--- src/rtl/uart_irq_pkg.sv ---
package uart_irq_pkg;

    typedef enum logic [1:0] {
        TMR_EMPTY = 2'd0,
        TMR_COUNT = 2'd1,
        TMR_FIRED = 2'd2
    } tmr_state_t;

    typedef enum logic [2:0] {
        SRC_NONE    = 3'd0,
        SRC_THRE    = 3'd1,
        SRC_TIMEOUT = 3'd2,
        SRC_RDA     = 3'd3,
        SRC_LINE    = 3'd4
    } irq_src_t;

    localparam logic [3:0] ID_NONE = 4'b0001;
    localparam logic [3:0] ID_THRE = 4'b0010;
    localparam logic [3:0] ID_RDA  = 4'b0100;
    localparam logic [3:0] ID_TMO  = 4'b1100;
    localparam logic [3:0] ID_LINE = 4'b0110;

    function automatic logic [3:0] src_code(input irq_src_t s);
        logic [3:0] c;
        unique case (s)
            SRC_LINE:    c = ID_LINE;
            SRC_RDA:     c = ID_RDA;
            SRC_TIMEOUT: c = ID_TMO;
            SRC_THRE:    c = ID_THRE;
            default:     c = ID_NONE;
        endcase
        return c;
    endfunction

endpackage

--- src/rtl/irq_trig_level.sv ---
module irq_trig_level #(
    parameter int CNT_W = 5,
    parameter int LVL0  = 1,
    parameter int LVL1  = 4,
    parameter int LVL2  = 8,
    parameter int LVL3  = 14
) (
    input  logic             fifo_en,
    input  logic [1:0]       trig_sel,
    input  logic [CNT_W-1:0] rx_count,
    output logic             rda_hit
);
    localparam int NLVL = 4;

    logic [CNT_W-1:0] lvl_tab [NLVL];
    logic [CNT_W-1:0] level;

    // one table entry per trigger-select code
    for (genvar g = 0; g < NLVL; g++) begin : g_lvl
        localparam int V = (g == 0) ? LVL0 : (g == 1) ? LVL1 : (g == 2) ? LVL2 : LVL3;
        assign lvl_tab[g] = CNT_W'(V);
    end

    always_comb begin
        level   = fifo_en ? lvl_tab[trig_sel] : CNT_W'(1);
        rda_hit = (rx_count >= level);
    end

endmodule

--- src/rtl/irq_idle_timer.sv ---
module irq_idle_timer
    import uart_irq_pkg::*;
#(
    parameter int CNT_W    = 5,
    parameter int TO_TICKS = 4
) (
    input  logic             clk,
    input  logic             rst_n,
    input  logic             enable,
    input  logic [CNT_W-1:0] rx_count,
    input  logic             rx_push,
    input  logic             rd_data,
    input  logic             char_tick,
    output logic             tmo_pend
);
    localparam int TW = (TO_TICKS > 1) ? $clog2(TO_TICKS) : 1;
    localparam logic [TW-1:0] LAST = TW'(TO_TICKS - 1);

    tmr_state_t      st, st_n;
    logic [TW-1:0]   cnt, cnt_n;
    logic            held, restart;

    assign held    = (rx_count != '0);
    assign restart = rx_push | rd_data;

    always_comb begin
        st_n  = st;
        cnt_n = cnt;
        if (!enable || !held) begin
            st_n  = TMR_EMPTY;            // drain
            cnt_n = '0;
        end else if (restart) begin
            st_n  = TMR_COUNT;            // restart
            cnt_n = '0;
        end else begin
            unique case (st)
                TMR_EMPTY: begin          // arm
                    st_n  = TMR_COUNT;
                    cnt_n = '0;
                end
                TMR_COUNT: begin
                    if (char_tick) begin
                        if (cnt == LAST) begin
                            st_n  = TMR_FIRED;   // expire
                            cnt_n = '0;
                        end else begin
                            cnt_n = cnt + TW'(1);
                        end
                    end
                end
                TMR_FIRED: begin
                    st_n = TMR_FIRED;
                end
                default: begin
                    st_n  = TMR_EMPTY;
                    cnt_n = '0;
                end
            endcase
        end
    end

    always_ff @(posedge clk or negedge rst_n) begin
        if (!rst_n) begin
            st  <= TMR_EMPTY;
            cnt <= '0;
        end else begin
            st  <= st_n;
            cnt <= cnt_n;
        end
    end

    always_comb begin
        tmo_pend = (st == TMR_FIRED);
    end

    // the timeout only appears on an edge that sampled a tick
    p_tmo_on_tick_r5: assert property (@(posedge clk) disable iff (!rst_n)
        $rose(tmo_pend) |-> $past(char_tick));

    // a push or a data read leaves no timeout pending
    p_restart_clears_r6: assert property (@(posedge clk) disable iff (!rst_n)
        (rx_push || rd_data) |=> !tmo_pend);

endmodule

--- src/rtl/irq_event_latch.sv ---
module irq_event_latch (
    input  logic clk,
    input  logic rst_n,
    input  logic rx_head_err,
    input  logic rx_overrun,
    input  logic rd_status,
    input  logic thr_empty,
    input  logic thr_write,
    input  logic thre_ack,
    output logic ls_pend,
    output logic thre_pend
);
    logic head_q;
    logic ls_set, thre_clr;

    assign ls_set   = rx_overrun | (rx_head_err & ~head_q);
    assign thre_clr = thr_write | thre_ack;

    always_ff @(posedge clk or negedge rst_n) begin
        if (!rst_n) begin
            head_q    <= 1'b0;
            ls_pend   <= 1'b0;
            thre_pend <= 1'b0;
        end else begin
            head_q <= rx_head_err;
            if (ls_set)          ls_pend <= 1'b1;
            else if (rd_status)  ls_pend <= 1'b0;
            if (thr_empty)       thre_pend <= 1'b1;
            else if (thre_clr)   thre_pend <= 1'b0;
        end
    end

    // an overrun always leaves line status pending, read or not
    p_overrun_sets_r7: assert property (@(posedge clk) disable iff (!rst_n)
        rx_overrun |=> ls_pend);

    // a status read with no new event clears line status
    p_status_read_clears_r7: assert property (@(posedge clk) disable iff (!rst_n)
        (rd_status && !rx_overrun && !rx_head_err) |=> !ls_pend);

    // transmit-empty event always latches
    p_thre_sets_r8: assert property (@(posedge clk) disable iff (!rst_n)
        thr_empty |=> thre_pend);

endmodule

--- src/rtl/uart_irq_id.sv ---
module uart_irq_id
    import uart_irq_pkg::*;
#(
    parameter int CNT_W    = 5,
    parameter int TO_TICKS = 4,
    parameter int LVL0     = 1,
    parameter int LVL1     = 4,
    parameter int LVL2     = 8,
    parameter int LVL3     = 14
) (
    input  logic             clk,
    input  logic             rst_n,
    input  logic             fifo_en,
    input  logic [1:0]       trig_sel,
    input  logic [CNT_W-1:0] rx_count,
    input  logic             rx_push,
    input  logic             rx_head_err,
    input  logic             rx_overrun,
    input  logic             thr_empty,
    input  logic             thr_write,
    input  logic [2:0]       int_en,
    input  logic             char_tick,
    input  logic             rd_data,
    input  logic             rd_status,
    input  logic             rd_iir,
    output logic [7:0]       iir,
    output logic             irq
);
    logic     rda_hit, tmo_pend, ls_pend, thre_pend, thre_ack;
    irq_src_t src;

    irq_trig_level #(
        .CNT_W(CNT_W), .LVL0(LVL0), .LVL1(LVL1), .LVL2(LVL2), .LVL3(LVL3)
    ) u_lvl (
        .fifo_en  (fifo_en),
        .trig_sel (trig_sel),
        .rx_count (rx_count),
        .rda_hit  (rda_hit)
    );

    irq_idle_timer #(.CNT_W(CNT_W), .TO_TICKS(TO_TICKS)) u_tmr (
        .clk       (clk),
        .rst_n     (rst_n),
        .enable    (fifo_en),
        .rx_count  (rx_count),
        .rx_push   (rx_push),
        .rd_data   (rd_data),
        .char_tick (char_tick),
        .tmo_pend  (tmo_pend)
    );

    irq_event_latch u_evt (
        .clk         (clk),
        .rst_n       (rst_n),
        .rx_head_err (rx_head_err),
        .rx_overrun  (rx_overrun),
        .rd_status   (rd_status),
        .thr_empty   (thr_empty),
        .thr_write   (thr_write),
        .thre_ack    (thre_ack),
        .ls_pend     (ls_pend),
        .thre_pend   (thre_pend)
    );

    // fixed priority selection among enabled sources
    always_comb begin
        if (ls_pend && int_en[2])           src = SRC_LINE;
        else if (rda_hit && int_en[0])      src = SRC_RDA;
        else if (tmo_pend && int_en[0])     src = SRC_TIMEOUT;
        else if (thre_pend && int_en[1])    src = SRC_THRE;
        else                                src = SRC_NONE;
    end

    assign thre_ack = rd_iir && (src == SRC_THRE);

    always_comb begin
        iir = {{2{fifo_en}}, 2'b00, src_code(src)};
        irq = (src != SRC_NONE);
    end

    // request line agrees with the no-pending bit
    p_irq_vs_id_r11: assert property (@(posedge clk) disable iff (!rst_n)
        irq == !iir[0]);

    // mode bits follow FIFO enable
    p_mode_bits_r1: assert property (@(posedge clk) disable iff (!rst_n)
        iir[7:4] == {fifo_en, fifo_en, 2'b00});

    // reading the id while transmit-empty is reported clears it
    p_thre_ack_r8: assert property (@(posedge clk) disable iff (!rst_n)
        (rd_iir && iir[3:0] == ID_THRE && !thr_empty) |=> iir[3:0] != ID_THRE);

endmodule

--- config.mk ---
export PLATFORM = sky130hd
export DESIGN_NAME = uart_irq_id
export DESIGN_NICKNAME = d
export VERILOG_FILES = /design/src/rtl/uart_irq_pkg.sv /design/src/rtl/irq_trig_level.sv /design/src/rtl/irq_idle_timer.sv /design/src/rtl/irq_event_latch.sv /design/src/rtl/uart_irq_id.sv
export SDC_FILE = /design/constraint.sdc
export NUM_CORES = 1
export LEC_CHECK = 0
export BUFFER_PORTS_ARGS = -buffer_cell sky130_fd_sc_hd__buf_2
export CORE_AREA = 2 2 39 41
export CTS_BUF_LIST = sky130_fd_sc_hd__clkbuf_4
export DETAILED_ROUTE_END_ITERATION = 16
export DIE_AREA = 0 0 41 43
export PLACE_DENSITY = 0.8
export REMOVE_ABC_BUFFERS = 1
export SKIP_CTS_REPAIR_TIMING = 1
export SLEW_MARGIN = 20
export SYNTH_ARGS = -nofsm -noshare
export SYNTH_HDL_FRONTEND = slang
export SYNTH_SLANG_ARGS = --single-unit
export TNS_END_PERCENT = 50
--- constraint.sdc ---
create_clock -name clk -period 4.27 [get_ports clk]
set_input_delay 0.854 -clock clk [delete_from_list [all_inputs] [get_ports clk]]
set_output_delay 0.854 -clock clk [all_outputs]
set_load 0.05 [all_outputs]
Word-level counts from Yosys, hierarchy flattened. Cells that the tools add are included.

Add/sub/neg operators: 1. Order comparisons: 2. Eq/ne operators: 10. Multiplexer cells: 23. Bitwise logic cells: 6. Reduce and logical (&&, ||, !) cells: 15.

Operator list (number): $mux W2 (10); $pmux W4 S4 (1); $mux W5 (3); $bmux W5 S2 (1); $eq A3 B2 Y1 const B (2); $pmux W2 S3 (1); $ge A5 B5 Y1 (1); $logic_and A1 B1 Y1 (5); $mux W1 (5); $reduce_bool A5 Y1 (1); $eq A2 B2 Y1 const B (2); $ne A4 B1 Y1 const B (1); $ne A4 B2 Y1 const B (1); $pmux W2 S2 (1); $reduce_and A2 Y1 (2); $reduce_bool A2 Y1 (2); $eq A3 B1 Y1 const B (1); $eq A3 B3 Y1 const B (1); $ge A3 B3 Y1 const B (1); $mux W3 (1); $ne A3 B1 Y1 const B (1); $not A2 Y3 (1); $or A1 B1 Y1 (3); $reduce_bool A3 Y1 (1); other kinds (7) (8).

Register bits: 7. Input bits: 22. Output and inout bits: 9. Logic and storage cells: 62.

Longest topological paths before layout.
Depth in word-level cells: 14. Depth in mapped cells: 5. Gate-level depth less buffers: 5.

Cells and area by module. From an unflattened synthesis, not the netlist that was laid out.

Cell total of the unflattened synthesis: 66. Area, all modules: 594.3 um^2.

Modules (own cells, without submodules): irq_idle_timer (times used 1, cells each 27, area each 274.0 um^2); irq_trig_level (times used 1, cells each 15, area each 115.1 um^2); irq_event_latch (times used 1, cells each 8, area each 103.8 um^2); uart_irq_id (times used 1, cells each 16, area each 101.3 um^2).

Worst setup path after synthesis. OpenSTA, ideal clock, no wires.

Path type: input to output. Start point: input fifo_en. End point: output iir[3]. Data arrival time: 2.204 ns. Data required time: 3.416 ns. Setup slack: 1.212 ns. Cell stages on the path: 5. Path buffers: 0. Cells stage by stage: nand2_1 > ha_1 > a211oi_1 > nand2_1 > nor2_1.

Word-level cells in the longest chain between the ends: 7. Elaborated cells between the ends (all ways): 10. Those cells by class: 1 x order compare; 4 x eq/ne; 4 x mux; 1 x reduce/logical.

RTL lines: start: declaration (line uart_irq_id.sv:13) `input logic fifo_en,`; $mux W5 * (line irq_trig_level.sv:25) `level = fifo_en ? lvl_tab[trig_sel] : CNT_W'(1);`; $ge A5 B5 Y1 * (line irq_trig_level.sv:26) `rda_hit = (rx_count >= level);`; $logic_and A1 B1 Y1 * (line uart_irq_id.sv:68) `else if (rda_hit && int_en[0]) src = SRC_RDA;`; $mux W2 * (line uart_irq_id.sv:68); $mux W3 * (line uart_irq_id.sv:67) `if (ls_pend && int_en[2]) src = SRC_LINE;`; $eq A3 B1 Y1 (tied with other cells) (line uart_irq_pkg.sv:25) `unique case (s)`; $pmux W4 S4 * (line uart_irq_pkg.sv:25); end: declaration (line uart_irq_id.sv:26) `output logic [7:0] iir,`.

Every way passes the cells marked *; elsewhere a longest branch is shown, timed or not.

Worst setup path in the final report.
Start point: input fifo_en. End point: output iir[0].

Same word-level chain as after synthesis.

==> impl_results.md <==
* Master of the slowest instance on the critical path: a211oi_1
* Seq/Total Area, Yosys at 0.282
* Synth warn at 0
* Reg2reg start: u_tmr.st[1]$_DFFE_PN0P_
* VDD IR-drop max at 0.000146 V
* Mapped Area at 622 µm²
* Reg2Reg Depth at 5
* Reg-to-Reg End: u_tmr.st[0]$_DFFE_PN0P_
* Worst reg2reg setup slack at 2.81 ns
* Crit path DAT at 2.39 ns
* Total clock buffers created by CTS at 3
* Total I/O pin count at 31
* Die Height at 43 µm
* First-pass GRT wire length at 2.04 mm
* Die area at 0.00176 mm²
* Clk buf depth at 2
* Hpwl dp at 1.01 mm
* Post-synth cell types at 27
* Clock skew at 0.00882 ns
* Fin. Hold Viols at 0
* Hold Path Class: input pin to asynchronous set/reset pin
* Share of layout cells above drive strength 1 at 0.356
* Pre-CTS WS at 1.02 ns
* CTS clk-pin slew, worst paths at 0.05 ns
* RSZ-0062 raised after global routing: no
* Met2 wire length at 611 µm
* Final wirelength at 1.19 mm
* Port Buf Inserts at 28
* Share of Yosys cell area claimed by the top area cell type at 0.282
* Largest net degree at the start of global routing at 9
* Iteration-0 DRC Markers at 6
* Placer congestion estimate at 0.762
* Max Clk Rate at 309 MHz
* Root Buffer: clkbuf_4
* Area after DPL at 756 µm²
* Top Metal Used: met4
* Total congestion overflow at 0
* Synth area leader: dfrtp_1
* Net Sw Power at 68.8 µW
* P per Cell Area at 259 mW/mm²
* Crit-path max cell delay at 0.31 ns
* # rows at 14
* Initial Util at 0.449
* Buffer and inverter count on the worst path at 2
* Synth top area cells: dfrtp_1 (28%), ha_1 (16%), a21oi_1 (4.8%)
* Final Power at 203 µW
* CP max FO at 8
* Total negative slack at 0 ns
* Routed vias/inst at 5.21
* DR WL/cell at 10.2 µm
* Fin crit period at 3.24 ns
* Vias in the first global route at 537
* Asr flop ratio synth at 1.00
* Synth Register Bits at 7
* Comb pwr share at 0.328
* P_int at 135 µW
* Layout Cells excl Fill at 117
* Sw frac at 0.338
* EDFF count, synth at 0
* Placed Cells at 113
* Critical Path, Cell by Cell: buf_2 -> nand2_1 -> ha_1 -> a211oi_1 -> a21o_1 -> and4_2 -> buf_2
* Final ANT Viol Nets at 0
* Residual DRC count at 0
* Post-synth top cells: ha_1 (8), nand2_1 (8), dfrtp_1 (7), inv_1 (7), a21oi_1 (6)
* Max cap viols at 0
* Number of sinks driven by the clock tree at 7
* Worst Setup Path Type: input pin to primary output
* Synthesized instance count at 72
* Outcome: finished, final reports clean
* Flop pwr share at 0.351
* Routed wl met3 at 49 µm
* Synth-to-Final Area Change at 26.4%
* Top delay family on crit path: compound AO/OA/AOI/OAI gates
* CP most frequent cell: buf_2
* Crit path launch type: input pin
* Final Max Tran Viols at 0
* Clock latency on the worst-skew pair at 0.25 ns
* Initial antenna violation count at 0
* CP endpoint kind: primary output
* Die Wd at 41 µm
* Core Region at 0.00138 mm²
* Nets at 132
* Predominant post-synthesis flop cell: dfrtp_1
* Total track usage at 0.168
* Final setup fails at 0
* Final worst-path cycle share at 0.759
* CTS tree: yes
* Setup ws final at 1.03 ns
* Fill count at 128
* Pleak at 0.000416 µW
* Non-Filler Cell Area, Final at 786 µm²
* # diodes at 0
* Via Count at 610
* Clock network power share at 0.321
* H-tree depth at 1
* Iteration count of the initial detailed-routing pass at 3
* WL met1 at 491 µm
* Critical Path RT at 3.42 ns
* Mean Syn Cell Area at 8.64 µm²
-- cell families (layout without fill, tap and decap cells) --
group / Yosys count / count (layout) / share of synthesized area
simple gates: 24 / 24 / 0.225
compound gates: 19 / 19 / 0.203
buf+inv: 11 / 39 / 0.0906
fa+ha+maj: 8 / 8 / 0.161
flops: 7 / 7 / 0.282
mux: 2 / 2 / 0.0322
other cells: 1 / 2 / 0.00603
-- worst max-delay path by stage --
stage             from  endpoint  cells after the start
2_1_floorplan  fifo_en    iir[3]                      5
3_3_place_gp   fifo_en    iir[1]                      7
3_5_place_dp   fifo_en    iir[0]                      7
4_1_cts        fifo_en    iir[0]                      7
5_1_grt        fifo_en    iir[0]                      7
6_report       fifo_en    iir[0]                      7
-- final cells by class --
cell class                 count  area [µm²]  share of cell area
timing repair buffer          28         140               0.178
sequential                     7         175               0.223
inverter                       7        26.3              0.0334
multi-input combinational     55         394               0.502
tap                           16        20.0              0.0255
clock buffer                   4        30.0              0.0382
-- routing by layer --
metal	vias to the layer above	global-route usage
met2	15	0.259
met5	-	0
met3	5	0.0314
met1	278	0.205
met4	0	0.100
li1	312	-
-- metrics by stage --
step	utilization	hold WS (ns)
after detailed placement	0.546	0.536
final	0.568	0.417
after CTS	0.568	0.419
after global routing	0.568	0.421
after floorplan	-	0.513
after global placement	0.546	0.534
-- power groups by stage --
stage / logic (µW) / registers (µW) / clock network, µW
floorplan: 41.6 / 72.0 / 0
global placement: 65.9 / 72.5 / 0
detailed placement: 67.4 / 72.4 / 0
CTS: 67.5 / 71.4 / 66.6
global route: 73.5 / 71.9 / 70.4
finish: 66.7 / 71.5 / 65.3
-- cell usage in the layout, fill, tap and decap left out, types with 2 or more instances in the layout --
| master | count |
|---|---|
| a21oi_1 | 6 |
| and3b_1 | 2 |
| buf_2 | 28 |
| clkbuf_4 | 4 |
| conb_1 | 2 |
| dfrtp_1 | 7 |
| ha_1 | 8 |
| inv_1 | 7 |
| mux2i_1 | 2 |
| nand2_1 | 8 |
| nand3_1 | 3 |
| nor2_1 | 3 |
| nor2b_1 | 2 |
| o21ai_0 | 5 |
-- registers in the layout, summed over array words and instances (netlist names) --
signal,count
u_tmr.cnt,2
u_evt.head_q,1
u_tmr.st,2
u_evt.thre_pend,1
u_evt.ls_pend,1
Note: power is estimated with default switching activity, not from simulation.
